### src/rtl/osc_seq_pkg.sv
package osc_seq_pkg;
  // Longest wait in units (release code 7 = 28 units of 0.25 ms)
  localparam int MAX_UNITS = 28;
  localparam int UNIT_W    = $clog2(MAX_UNITS + 1);

  typedef enum logic [1:0] {
    PWR_OFF   = 2'd0,
    PWR_WAIT  = 2'd1,
    PWR_READY = 2'd2
  } pwr_state_t;

  // Stabilisation wait: 1, 2, 4 or 8 units
  function automatic logic [UNIT_W-1:0] stab_units(input logic [1:0] code);
    return UNIT_W'(1) << code;
  endfunction

  // Release wait: 2 units for code 0, else 4 units per code step
  function automatic logic [UNIT_W-1:0] rel_units(input logic [2:0] code);
    return (code == 3'd0) ? UNIT_W'(2) : UNIT_W'({code, 2'b00});
  endfunction
endpackage

### src/rtl/osc_unit_timer.sv
module osc_unit_timer #(
  parameter int UNIT_CYCLES = 50000,
  parameter int MAX_UNITS   = 28,
  parameter int UW          = 5
) (
  input  logic          clk,
  input  logic          rst_n,
  input  logic          clear,
  input  logic          run,
  output logic [UW-1:0] units
);
  localparam int PW = (UNIT_CYCLES > 1) ? $clog2(UNIT_CYCLES) : 1;

  logic [PW-1:0] presc_q, presc_d;
  logic [UW-1:0] units_q, units_d;
  logic          unit_end;

  assign unit_end = (presc_q == PW'(UNIT_CYCLES - 1));

  always_comb begin
    presc_d = presc_q;
    units_d = units_q;
    if (clear) begin
      presc_d = '0;
      units_d = '0;
    end else if (run) begin
      if (unit_end) begin
        presc_d = '0;
        if (units_q < UW'(MAX_UNITS)) units_d = units_q + 1'b1;
      end else begin
        presc_d = presc_q + 1'b1;
      end
    end
  end

  always_ff @(posedge clk or negedge rst_n) begin
    if (!rst_n) begin
      presc_q <= '0;
      units_q <= '0;
    end else if (clear || run) begin
      presc_q <= presc_d;
      units_q <= units_d;
    end
  end

  assign units = units_q;

  // a restart leaves no counted time behind
  assert_clear_restarts_R9: assert property (@(posedge clk) disable iff (!rst_n)
    clear |=> (units == '0));

  // count saturates at the longest wait
  assert_units_bound_R4: assert property (@(posedge clk) disable iff (!rst_n)
    units <= UW'(MAX_UNITS));
endmodule

### src/rtl/osc_delay_flag.sv
module osc_delay_flag #(
  parameter int UW = 5
) (
  input  logic          clk,
  input  logic          rst_n,
  input  logic          clear,
  input  logic          armed,
  input  logic [UW-1:0] units,
  input  logic [UW-1:0] target,
  output logic          reached
);
  logic flag_q, flag_d;

  always_comb begin
    if (clear)                          flag_d = 1'b0;
    else if (armed && units >= target)  flag_d = 1'b1;
    else                                flag_d = flag_q;
  end

  always_ff @(posedge clk or negedge rst_n) begin
    if (!rst_n) flag_q <= 1'b0;
    else        flag_q <= flag_d;
  end

  assign reached = flag_q;

  // a wait never ends before its unit target is counted
  assert_no_early_flag_R3: assert property (@(posedge clk) disable iff (!rst_n)
    $rose(reached) |-> (units >= target));
endmodule

### src/rtl/osc_startup_seq.sv
module osc_startup_seq
  import osc_seq_pkg::*;
#(
  parameter int UNIT_CYCLES = 50000
) (
  input  logic       clk,
  input  logic       rst_n,
  input  logic       pwr_down,
  input  logic [1:0] stab_code,
  input  logic [2:0] rel_code,
  input  logic       gate_override,
  input  logic       detect_en,
  output logic       osc_power_en,
  output logic       osc_stable,
  output logic       xtal_ok,
  output logic       clk_release_en
);
  pwr_state_t        state_q, state_d;
  logic [1:0]        stab_q;
  logic [2:0]        rel_q;
  logic              start, clear, armed, run;
  logic [UNIT_W-1:0] units;
  logic              stab_done, rel_done;
  logic              ok_q, ok_d, rel_en_q, rel_en_d;

  assign start = (state_q == PWR_OFF) && !pwr_down;
  assign clear = start || pwr_down;
  assign armed = (state_q != PWR_OFF);
  assign run   = (state_q == PWR_WAIT) && !pwr_down;

  // Power sequencing next state
  always_comb begin
    state_d = state_q;
    unique case (state_q)
      PWR_OFF:   if (!pwr_down) state_d = PWR_WAIT;
      PWR_WAIT:  if (pwr_down) state_d = PWR_OFF;
                 else if (stab_done && rel_done) state_d = PWR_READY;
      PWR_READY: if (pwr_down) state_d = PWR_OFF;
      default:   state_d = PWR_OFF;
    endcase
  end

  always_ff @(posedge clk or negedge rst_n) begin
    if (!rst_n) state_q <= PWR_OFF;
    else        state_q <= state_d;
  end

  // Delay codes captured once per power-up
  always_ff @(posedge clk or negedge rst_n) begin
    if (!rst_n) begin
      stab_q <= '0;
      rel_q  <= '0;
    end else if (start) begin
      stab_q <= stab_code;
      rel_q  <= rel_code;
    end
  end

  osc_unit_timer #(
    .UNIT_CYCLES(UNIT_CYCLES),
    .MAX_UNITS  (MAX_UNITS),
    .UW         (UNIT_W)
  ) u_timer (
    .clk  (clk),
    .rst_n(rst_n),
    .clear(clear),
    .run  (run),
    .units(units)
  );

  osc_delay_flag #(.UW(UNIT_W)) u_stab (
    .clk    (clk),
    .rst_n  (rst_n),
    .clear  (clear),
    .armed  (armed),
    .units  (units),
    .target (stab_units(stab_q)),
    .reached(stab_done)
  );

  osc_delay_flag #(.UW(UNIT_W)) u_rel (
    .clk    (clk),
    .rst_n  (rst_n),
    .clear  (clear),
    .armed  (armed),
    .units  (units),
    .target (rel_units(rel_q)),
    .reached(rel_done)
  );

  // Registered status and gate enable
  always_comb begin
    ok_d     = detect_en && stab_done && !clear;
    rel_en_d = gate_override || (rel_done && !clear);
  end

  always_ff @(posedge clk or negedge rst_n) begin
    if (!rst_n) begin
      ok_q     <= 1'b0;
      rel_en_q <= 1'b0;
    end else begin
      ok_q     <= ok_d;
      rel_en_q <= rel_en_d;
    end
  end

  assign osc_power_en   = armed;
  assign osc_stable     = stab_done;
  assign xtal_ok        = ok_q;
  assign clk_release_en = rel_en_q;

  assert_stable_powered_R5: assert property (@(posedge clk) disable iff (!rst_n)
    osc_stable |-> osc_power_en);

  assert_down_clears_R2: assert property (@(posedge clk) disable iff (!rst_n)
    pwr_down |=> (!osc_power_en && !osc_stable && !xtal_ok));

  assert_override_R7: assert property (@(posedge clk) disable iff (!rst_n)
    gate_override |=> clk_release_en);

  assert_detect_gate_R6: assert property (@(posedge clk) disable iff (!rst_n)
    !detect_en |=> !xtal_ok);

  assert_codes_hold_R8: assert property (@(posedge clk) disable iff (!rst_n)
    (armed && $past(armed)) |-> ($stable(stab_q) && $stable(rel_q)));
endmodule

### config.mk
export PLATFORM = sky130hd
export DESIGN_NAME = osc_startup_seq
export DESIGN_NICKNAME = d
export VERILOG_FILES = /design/src/rtl/osc_seq_pkg.sv /design/src/rtl/osc_unit_timer.sv /design/src/rtl/osc_delay_flag.sv /design/src/rtl/osc_startup_seq.sv
export SDC_FILE = /design/constraint.sdc
export NUM_CORES = 1
export LEC_CHECK = 0
export ABC_AREA = 1
export BUFFER_PORTS_ARGS = -buffer_cell sky130_fd_sc_hd__buf_2
export CORE_UTILIZATION = 60
export CTS_CLUSTER_SIZE = 10
export DETAILED_ROUTE_END_ITERATION = 12
export GPL_TIMING_DRIVEN = 0
export PLACE_DENSITY = 0.79
export SETUP_SLACK_MARGIN = 0.2
export SLEW_MARGIN = 20
export SYNTH_ARGS = -nofsm -noshare
export SYNTH_HDL_FRONTEND = slang
export SYNTH_SLANG_ARGS = --single-unit
### constraint.sdc
create_clock -name clk -period 1.9 [get_ports clk]
set_input_delay 0 -clock clk [delete_from_list [all_inputs] [get_ports clk]]
set_output_delay 0 -clock clk [all_outputs]
set_load 0.02 [all_outputs]
# Yosys cells after proc, flatten, opt, wreduce, memory -nomap -nowiden
# Index checks and enable logic that the tools add are counted.
classes:
  reduce_logical: 24
  muxes: 17
  shift: 1
  n_eq_ne: 6
  addsub: 2
  magnitude_cmp: 3
ops:
  columns: ["operator", "count"]
  rows:
  - ["16-bit two-way mux", 3]
  - ["5-bit two-way mux", 5]
  - ["16-bit by 1-bit adder with 16-bit output (second input constant)", 1]
  - ["16-bit == test (second input constant)", 1]
  - ["2-bit nonzero test", 6]
  - ["5-bit greater-or-equal comparator", 2]
  - ["1-bit logical AND", 8]
  - ["2-bit two-way mux", 4]
  - ["2-bit case mux with 3 select lines", 1]
  - ["5-bit by 1-bit adder with 5-bit output (second input constant)", 1]
  - ["5-bit < comparator (second input constant)", 1]
  - ["1-bit by 2-bit << shifter with 5-bit output (first input constant)", 1]
  - ["1-bit two-way mux", 4]
  - ["2-bit != test (second input constant)", 2]
  - ["4-bit AND reduction", 1]
  - ["3-bit zero test", 1]
  - ["1-bit logical OR", 3]
  - ["3-bit by 2-bit != test with 1-bit output (second input constant)", 1]
  - ["3-bit AND reduction", 1]
  - ["2-bit by 1-bit == test with 1-bit output (second input constant)", 1]
  - ["2-bit == test (second input constant)", 1]
  - ["1-bit zero test", 2]
  - ["2-bit zero test", 1]
  - ["2-bit AND reduction", 1]
totals:
  in_bits: 10
  out_inout_bits: 4
  regBits: 32
  elab_cells: 62

# Depth between registers and ports, before layout
# Gate-level depths: netlist (run 1).
logic_depth:
  depth_word: 6
  mapped_depth: 9
  mapped_depth_nobuf: 9

# By module
# A second synthesis (run 1) with hierarchy kept.
hier_totals:
  hier_cells: 298
  hier_area_um2: 2173.3
modules_own_cells:
  columns: ["module", "seq_area_each_um2", "area_per_inst_um2", "n_inst", "cells_per_inst"]
  rows:
  - ["osc_unit_timer", 525.5, 1376.3, 1, 186]
  - ["osc_startup_seq", 225.2, 449.2, 1, 58]
  - ["osc_delay_flag", 25.0, 173.9, 2, 27]

# Worst setup path after synthesis (run 1)
# OpenSTA, ideal clock, no wires.
synth_timing:
  path_kind: "register -> register"
  start: "reg stab_q[1]"
  end: "reg u_stab.flag_q (netlist: u_stab.reached)"
  setup_time_ns: 0.130
  path_slack_ns: 0.535
  n_path_buf: 0
  required_ns: 1.770
  arrival_ns: 1.234
  period_less_slack_ns: 1.365
  path_stages_with_launch: 9
  path_cell_list: "dfrtp_1 or2_2 ha_1 o21ai_0 nand2_1 nand2_1 nand2_1 nand2_1 a21oi_1"
synth_via:
  elab_chain_cells: 4
synth_rtl:
  columns: ["element", "line", "source"]
  rows:
  - ["start, declared", "osc_startup_seq.sv:19", "logic [1:0] stab_q;"]
  - ["start signal, assigned", "osc_startup_seq.sv:54", "stab_q <= stab_code;"]
  - ["1-bit by 2-bit << shifter with 5-bit output", "osc_seq_pkg.sv:14", "return UNIT_W'(1) << code;"]
  - ["5-bit greater-or-equal comparator", "osc_delay_flag.sv:16", "else if (armed && units >= target) flag_d = 1'b1;"]
  - ["1-bit logical AND", "osc_delay_flag.sv:16", null]
  - ["2-bit nonzero test (no source line)", null, null]
  - ["end signal, assigned", "osc_delay_flag.sv:22", "else flag_q <= flag_d;"]
  - ["end, declared", "osc_delay_flag.sv:12", "logic flag_q, flag_d;"]
# No other way between the ends.
# A chain may end at the register's enable or synchronous reset.

# Worst setup path in the final report (run 1)
layout_timing:
  start: "reg u_timer.presc_q[0]"
  end: "reg u_timer.presc_q[0]"
layout_via:
  elab_chain_cells: 4
  elab_cells_between_ends: 5
  classes_between: "add/sub: 1; eq/ne: 1; mux: 3"
layout_rtl:
  columns: ["element", "line", "source"]
  rows:
  - ["start, declared", "osc_unit_timer.sv:14", "logic [PW-1:0] presc_q, presc_d;"]
  - ["start signal, assigned", "osc_unit_timer.sv:41", "presc_q <= presc_d;"]
  - ["16-bit by 1-bit adder with 16-bit output / 16-bit == test (equally long branches)", "osc_unit_timer.sv:31, osc_unit_timer.sv:18", null]
  - ["16-bit two-way mux *", "osc_unit_timer.sv:27", "if (unit_end) begin"]
  - ["16-bit two-way mux *", "osc_unit_timer.sv:26", "end else if (run) begin"]
  - ["16-bit two-way mux *", "osc_unit_timer.sv:23", "if (clear) begin"]
# Mark *: on every way between the ends. The rest lies on a longest branch, timed or not. The select of a mux whose other input is x is not followed.

==> results.md, run 1 <==
- Critical Path Most Common Cell: nor2_1
- Total clock sinks: 32
- Number of flops mapped to enable cells by yosys: 0
- Layout cells sized above 1: 0.114
- CP Launch Type: register
- Detailed placer's ending HPWL: 3410 µm
- N_diodes: 0
- Overflow after GRT: 0
- Setup CP Type: register to register
- Initial DRC Count: 141
- Die area: 0.00363 mm²
- CTS root buffer: clkbuf_4
- Placed cell areas: 0.00215 mm²
- H-tree depth: 2
- Worst IR drop on VDD: 0.000483 V
- Leakage: 1.15 nW
- Adder-Cell Fraction of Synth Area: 0.0615
- First-pass GRT wire length: 8050 µm
- Critical path, cell by cell: ha_1 -> nand2_1 -> nor2_1 -> nand3_1 -> nor2_1 -> nor2_2 -> o21a_1
- Worst-path clk slew: 0.10 ns
- Synth Area in XOR/XNOR: 0.0172
- DR vias: 1943
- Initial Utilization: 0.650
- Cell with the most instances after synthesis: nand2_1
- Area contributors post-synth: dfrtp_1, nand2_1, nand3_1
- NumNets Final: 336
- Worst-Margin Slew: 0.710 ns
- Die Y: 60.2 µm
- Predominant post-synthesis flop cell: dfrtp_1
- Post-DRT Antenna Nets: 0
- Worst Clk Skew: 0.00466 ns
- Setup tns final: 0 ns
- CTS buffer count: 5
- #FFs+latches synth: 32
- Clock buffer depth: 2
- PD cells: 604 mW/mm²
- Worst-Skew Late Latency: 0.33 ns
- CTS tree: built
- Die Width: 60.2 µm
- Post-synth top cells: nand2_1, nor2_1, inv_1
- Post-synthesis mux area share: 0.00554
- Top cell family by delay on the critical path: simple AND/OR/NAND/NOR gates
- CP Buf/Inv Count: 0
- Mean Syn Cell Area: 7.08 µm²
- R2r setup slk: 0.36 ns
- Synth Instances: 287
- Worst path required time: 2.13 ns
- Pins Over Slew Limit: 0
- Antenna violations before repair: 0
- Post-synthesis cell area: 0.00203 mm²
- Row count: 20
- Area grow syn2layout: 13.0%
- Post-Route WL: 4670 µm
- Synth Area in Compound Gates: 0.0615
- Vias/cell: 5.40
- Min cycle time layout: 1.54 ns
- # DRC: 0
- Critical path fanouts, max: 6
- Worst slew margin: 0.527
- Period utilisation layout: 0.809
- Sequential area share after synthesis: 0.394
- Design area: 0.00230 mm²
- Ports: 14
- Outcome: finished, final reports clean
- Worst Hold Class: input port to asynchronous set/reset pin
- Unrepaired setup endpoints after global routing: no
- Max stage delay on crit path: 0.39 ns
- R2r worst-path depth: 7
- TritonRoute pass-1 iters: 4
- Post-Synth Simple-Gate Area: 0.378
- Critical path arrival: 1.77 ns
- Crit path capture type: register
- Core area: 0.00313 mm²
- GP Congestion: 0.968
- Hold Vio Cnt, Final: 0
- Cell depth of the worst setup path: 7
- Final setup fails: 0
- Fmax: 0.650 GHz
- Maximum number of pins on one net before global-route repair: 33
- Share of synthesized flip-flops with an asynchronous set or reset: 1.00
- Largest family of logic cells by synthesized area: simple AND/OR/NAND/NOR gates
- Synth top area share: 0.394
- PortBufs: 13
- Yosys Warn Count: 0
- Gr usage total: 0.305
- Netlist cell types: 27
- Post-Syn Nets: 307
- Area leader, netlist: dfrtp_1
- CP max-delay cell: dfrtp_1
- Vias in the first global route: 1807
- MaxCap Viol Count: 0
- Routed len/inst: 13.0 µm
## final timing paths
path,from,end
setup / recovery,u_timer.presc_q[0],u_timer.presc_q[0]
hold / removal,rst_n,u_timer.units[2]
setup reg to reg,u_timer.presc_q[0],u_timer.presc_q[0]
hold reg to reg,state_q[1],state_q[0]
max in group asynchronous,rst_n,u_stab.reached
min in group clk,gate_override,clk_release_en
## layout by cell type (no fill, tap or decap)
master	n
ha_1	10
dlygate4sd3_1	9
buf_4	1
clkinv_2	1
inv_2	3
o21ai_2	1
o21a_1	1
nand3_1	34
dfrtp_1	32
nand2_2	2
nand4_1	12
inv_1	36
mux2_2	1
o21bai_1	2
nor2_2	3
nor3_1	5
a311oi_1	1
xor2_1	4
o21ai_0	2
o21ai_1	5
clkbuf_4	5
nor3_4	1
or2_2	1
nand3_2	1
buf_2	15
nor2_1	41
nor2_4	1
nand2_1	74
a21oi_1	10
clkbuf_1	2
## flip-flops by register name (all words and copies together) (netlist names)
register	cells
clk_release_en	1
u_timer.presc_q	16
stab_q	2
u_stab.reached	1
xtal_ok	1
state_q	2
u_timer.units	5
u_rel.reached	1
rel_q	3
## where the power goes
part	internal, mW	total [mW]	switching (mW)	leakage (nW)
clock	0.136	0.362	0.226	0.0281
sequential	0.725	0.768	0.0424	0.425
combinational	0.101	0.258	0.157	0.693
total	0.963	1.39	0.425	1.15
## cell families after synthesis
kind of cell               count (synthesis)
muxes                                      1
and+or+nand+nor                          175
DFF                                       32
adders and majority gates                 10
xor gates and xnor gates                   4
buffers and inverters                     43
AOI/OAI and AO/OA                         22
## layout make-up
class,count,area (µm²)
multi-input cells,212,1070
fillers,247,830
flip-flops and latches,32,801
repair buffers,22,155
inverters,39,146
well taps,44,55.1
clock buffers,6,41.3
plain buffers,4,21.3
clock inverters,1,5.00
## through the flow
step / hold slack [ns] / setup WS (ns) / total power, mW / std cells / util
after floorplan: -0.296 / 0.535 / 0.940 / 287 / -
after global placement: 0.0939 / 0.377 / 1.01 / 344 / 0.688
after detailed placement: 0.0971 / 0.354 / 1.02 / 344 / 0.688
after CTS: 0.269 / 0.335 / 1.40 / 360 / 0.732
after global routing: 0.326 / 0.194 / 1.47 / 360 / 0.735
final: 0.242 / 0.362 / 1.39 / 360 / 0.735
## metal layers
metal | global-route usage | part of all wire
met1 | 0.427 | 0.48
met2 | 0.454 | 0.44
met3 | 0.0714 | 0.063
met4 | 0.116 | 0.017
met5 | 0 | 0
## timing repair
| action | 4_1_cts | 5_1_grt |
|---|---|---|
| hold buffers | 9 | 0 |
| endpoints found under the setup margin | 0 | 6 |
| resized for setup | 0 | 2 |
| hold endpoints to repair | 40 | 0 |
| setup buffers | 0 | 0 |
No activity file was read; power rests on OpenSTA's default activity.
==> inputs of run 2 (changes only) <==
==> constraint.sdc (replaced) <==
create_clock -name clk -period 1.5 [get_ports clk]
set_input_delay 0 -clock clk [delete_from_list [all_inputs] [get_ports clk]]
set_output_delay 0 -clock clk [all_outputs]
set_load 0.02 [all_outputs]
==> results.md, run 2 (synthesis results as in run 1) <==
- Outcome: finished, final reports clean (unchanged)
- Worst Hold Class: input port to asynchronous set/reset pin (unchanged)
- Crit path capture type: register (unchanged)
- Core area: 0.00313 mm² (unchanged)
- N_diodes: 0 (unchanged)
- CP Launch Type: register (unchanged)
- Unrepaired setup endpoints after global routing: yes (was no)
- R2r worst-path depth: 6 (was 7)
- Critical path arrival: 1.70 ns (was 1.77 ns)
- Commonest non-fill, non-tap cells in the layout: nand2_1, nor2_1, inv_1 (unchanged)
- Total clock sinks: 32 (unchanged)
- CTS tree: built (unchanged)
- Worst-Skew Late Latency: 0.36 ns (was 0.33 ns)
- NumNets Final: 359 (was 336)
- PD cells: 733 mW/mm² (was 604 mW/mm²)
- Maximum number of pins on one net before global-route repair: 33 (unchanged)
- Pins Over Slew Limit: 0 (unchanged)
- Net Sw Power: 664 µW (was 425 µW)
- Detailed placer's ending HPWL: 3440 µm (was 3410 µm)
- Period utilisation layout: 0.970 (was 0.809)
- Row count: 20 (unchanged)
- Initial DRC Count: 248 (was 141)
- Worst Clk Skew: 0.00989 ns (was 0.00466 ns)
- DR vias: 2276 (was 1943)
- Worst slew margin: 0.507 (was 0.527)
- Antenna violations before repair: 0 (unchanged)
- Layout cells sized above 1: 0.324 (was 0.114)
- Worst IR drop on VDD: 0.000838 V (was 0.000483 V)
- Fmax: 0.688 GHz (was 0.650 GHz)
- Sw Ratio: 0.328 (was 0.306)
- Setup CP Type: register to register (unchanged)
- Vias/cell: 5.93 (was 5.40)
- Int Pwr: 1.36 mW (was 963 µW)
- H-tree depth: 2 (unchanged)
- Worst path required time: 1.75 ns (was 2.13 ns)
- Clk pwr share: 0.274 (was 0.261)
- Initial Utilization: 0.650 (unchanged)
- Commonest non-fill, non-tap cell in the layout: nand2_1 (unchanged)
- Ports: 14 (unchanged)
- Min cycle time layout: 1.45 ns (was 1.54 ns)
- Die Width: 60.2 µm (unchanged)
- First-pass GRT wire length: 9000 µm (was 8050 µm)
- Register area: 811 µm² (was 801 µm²)
- Overflow after GRT: 0 (unchanged)
- DP Worst Slack: -0.0181 ns (was 0.354 ns)
- Die Y: 60.2 µm (unchanged)
- Routed len/inst: 16.4 µm (was 13.0 µm)
- Gr usage total: 0.343 (was 0.305)
- Placed cell areas: 0.00217 mm² (was 0.00215 mm²)
- Worst-Margin Slew: 0.739 ns (was 0.710 ns)
- TritonRoute pass-1 iters: 5 (was 4)
- Sequential share of power: 0.486 (was 0.553)
- Post-DRT Antenna Nets: 0 (unchanged)
- Clock buffer depth: 2 (unchanged)
- Worst-path clk slew: 0.12 ns (was 0.10 ns)
- CTS root buffer: clkbuf_4 (unchanged)
- Post-Route WL: 6280 µm (was 4670 µm)
- Hold Vio Cnt, Final: 0 (unchanged)
- Critical path fanouts, max: 5 (was 6)
- Fillers: 152 (was 247)
- CTS buffer count: 5 (unchanged)
- Biggest regs: u_timer.presc_q: 16 flops, u_timer.units: 5 flops, rel_q: 3 flops (unchanged)
- Worst hold margin: 0.217 ns (was 0.242 ns)
- Vias in the first global route: 2058 (was 1807)
- PortBufs: 13 (unchanged)
- Design area: 0.00276 mm² (was 0.00230 mm²)
- Area grow syn2layout: 35.8% (was 13.0%)
- Die area: 0.00363 mm² (unchanged)
- Largest register FFs: 16 (unchanged)
- Setup ws final: 0.0457 ns (was 0.362 ns)
- Leakage: 1.33 nW (was 1.15 nW)
- MaxCap Viol Count: 0 (unchanged)
- Final setup fails: 0 (unchanged)
- Top reg by flops: u_timer.presc_q (unchanged)
- # DRC: 0 (unchanged)
- Area of the multi-input gates: 0.00131 mm² (was 0.00107 mm²)
- GP Congestion: 0.960 (was 0.968)
- Combinational share of power: 0.239 (was 0.186)
[run 2: cell count changes in the layout (fill, tap and decap cells not counted), moves of 7 or more]
| cell | before | now |
|---|---|---|
| inv_1 | 36 | 29 |
| nor2_4 | 1 | 8 |
| nand3_1 | 34 | 27 |
| nor2_1 | 41 | 31 |
| nand2_1 | 74 | 65 |
| buf_6 | 0 | 7 |
| dfrtp_2 | 0 | 8 |
| dfrtp_1 | 32 | 24 |
| buf_4 | 1 | 17 |
[run 2: critical path, cell delays in order (launching register included)]
cell and delay, ns:
dfrtp_1 0.45, ha_4 0.22, nand3_2 0.08, nor2_2 0.13, nand4_1 0.23, nand3_1 0.18, nand2_1 0.07
[run 2: worst paths after layout]
kind / start / end / slack [ns]
setup / recovery: u_timer.presc_q[1] / u_timer.units[0] / 0.05
hold / removal: rst_n / rel_q[0] / 0.22
setup reg to reg: u_timer.presc_q[1] / u_timer.units[0] / 0.05
hold reg to reg: u_rel.reached / state_q[0] / 0.50
max in group asynchronous: rst_n / u_timer.presc_q[2] / 0.75
min in group clk: gate_override / clk_release_en / 0.39
[run 2: repair_timing]
| item | CTS | global route |
|---|---|---|
| buffers inserted | 17 | 5 |
| hold buffers | 9 | 0 |
| gates cloned | 1 | 0 |
| endpoints found under the hold margin | 40 | 0 |
| pin swaps | 10 | 23 |
| endpoints found under the setup margin | 22 | 24 |
| gates resized for setup | 37 | 39 |
[run 2: cell type report]
cell class,count,area share
multi-input combinational,212,0.474
sequential,32,0.294
timing repair buffer,45,0.125
inverter,39,0.0539
tap,44,0.0199
clock buffer,6,0.0186
buffer,4,0.0113
clock inverter,2,0.00362
[run 2: power groups by stage]
stage / Sequential [mW] / Combinational (mW) / Clock, mW
floorplan: 0.985 / 0.219 / 0
global placement: 0.987 / 0.305 / 0
detailed placement: 0.990 / 0.319 / 0
CTS: 0.978 / 0.420 / 0.548
global route: 0.992 / 0.546 / 0.587
finish: 0.984 / 0.484 / 0.555
[run 2: metrics by stage]
step	total power [mW]	std cells	TNS [ns]	utilization
2_1_floorplan	1.20	287	0	-
3_3_place_gp	1.29	344	0	0.694
3_5_place_dp	1.31	344	-0.0473	0.694
4_1_cts	1.95	379	0	0.829
5_1_grt	2.13	384	-0.0947	0.883
6_report	2.02	384	0	0.883
[run 2: routing by layer]
layer / track usage / part of all wire / vias to the layer above
met1: 0.448 / 0.40 / 1046
met5: 0 / 0 / -
met4: 0.166 / 0.039 / 0
met2: 0.537 / 0.47 / 163
li1: - / - / 1035
met3: 0.0714 / 0.094 / 32
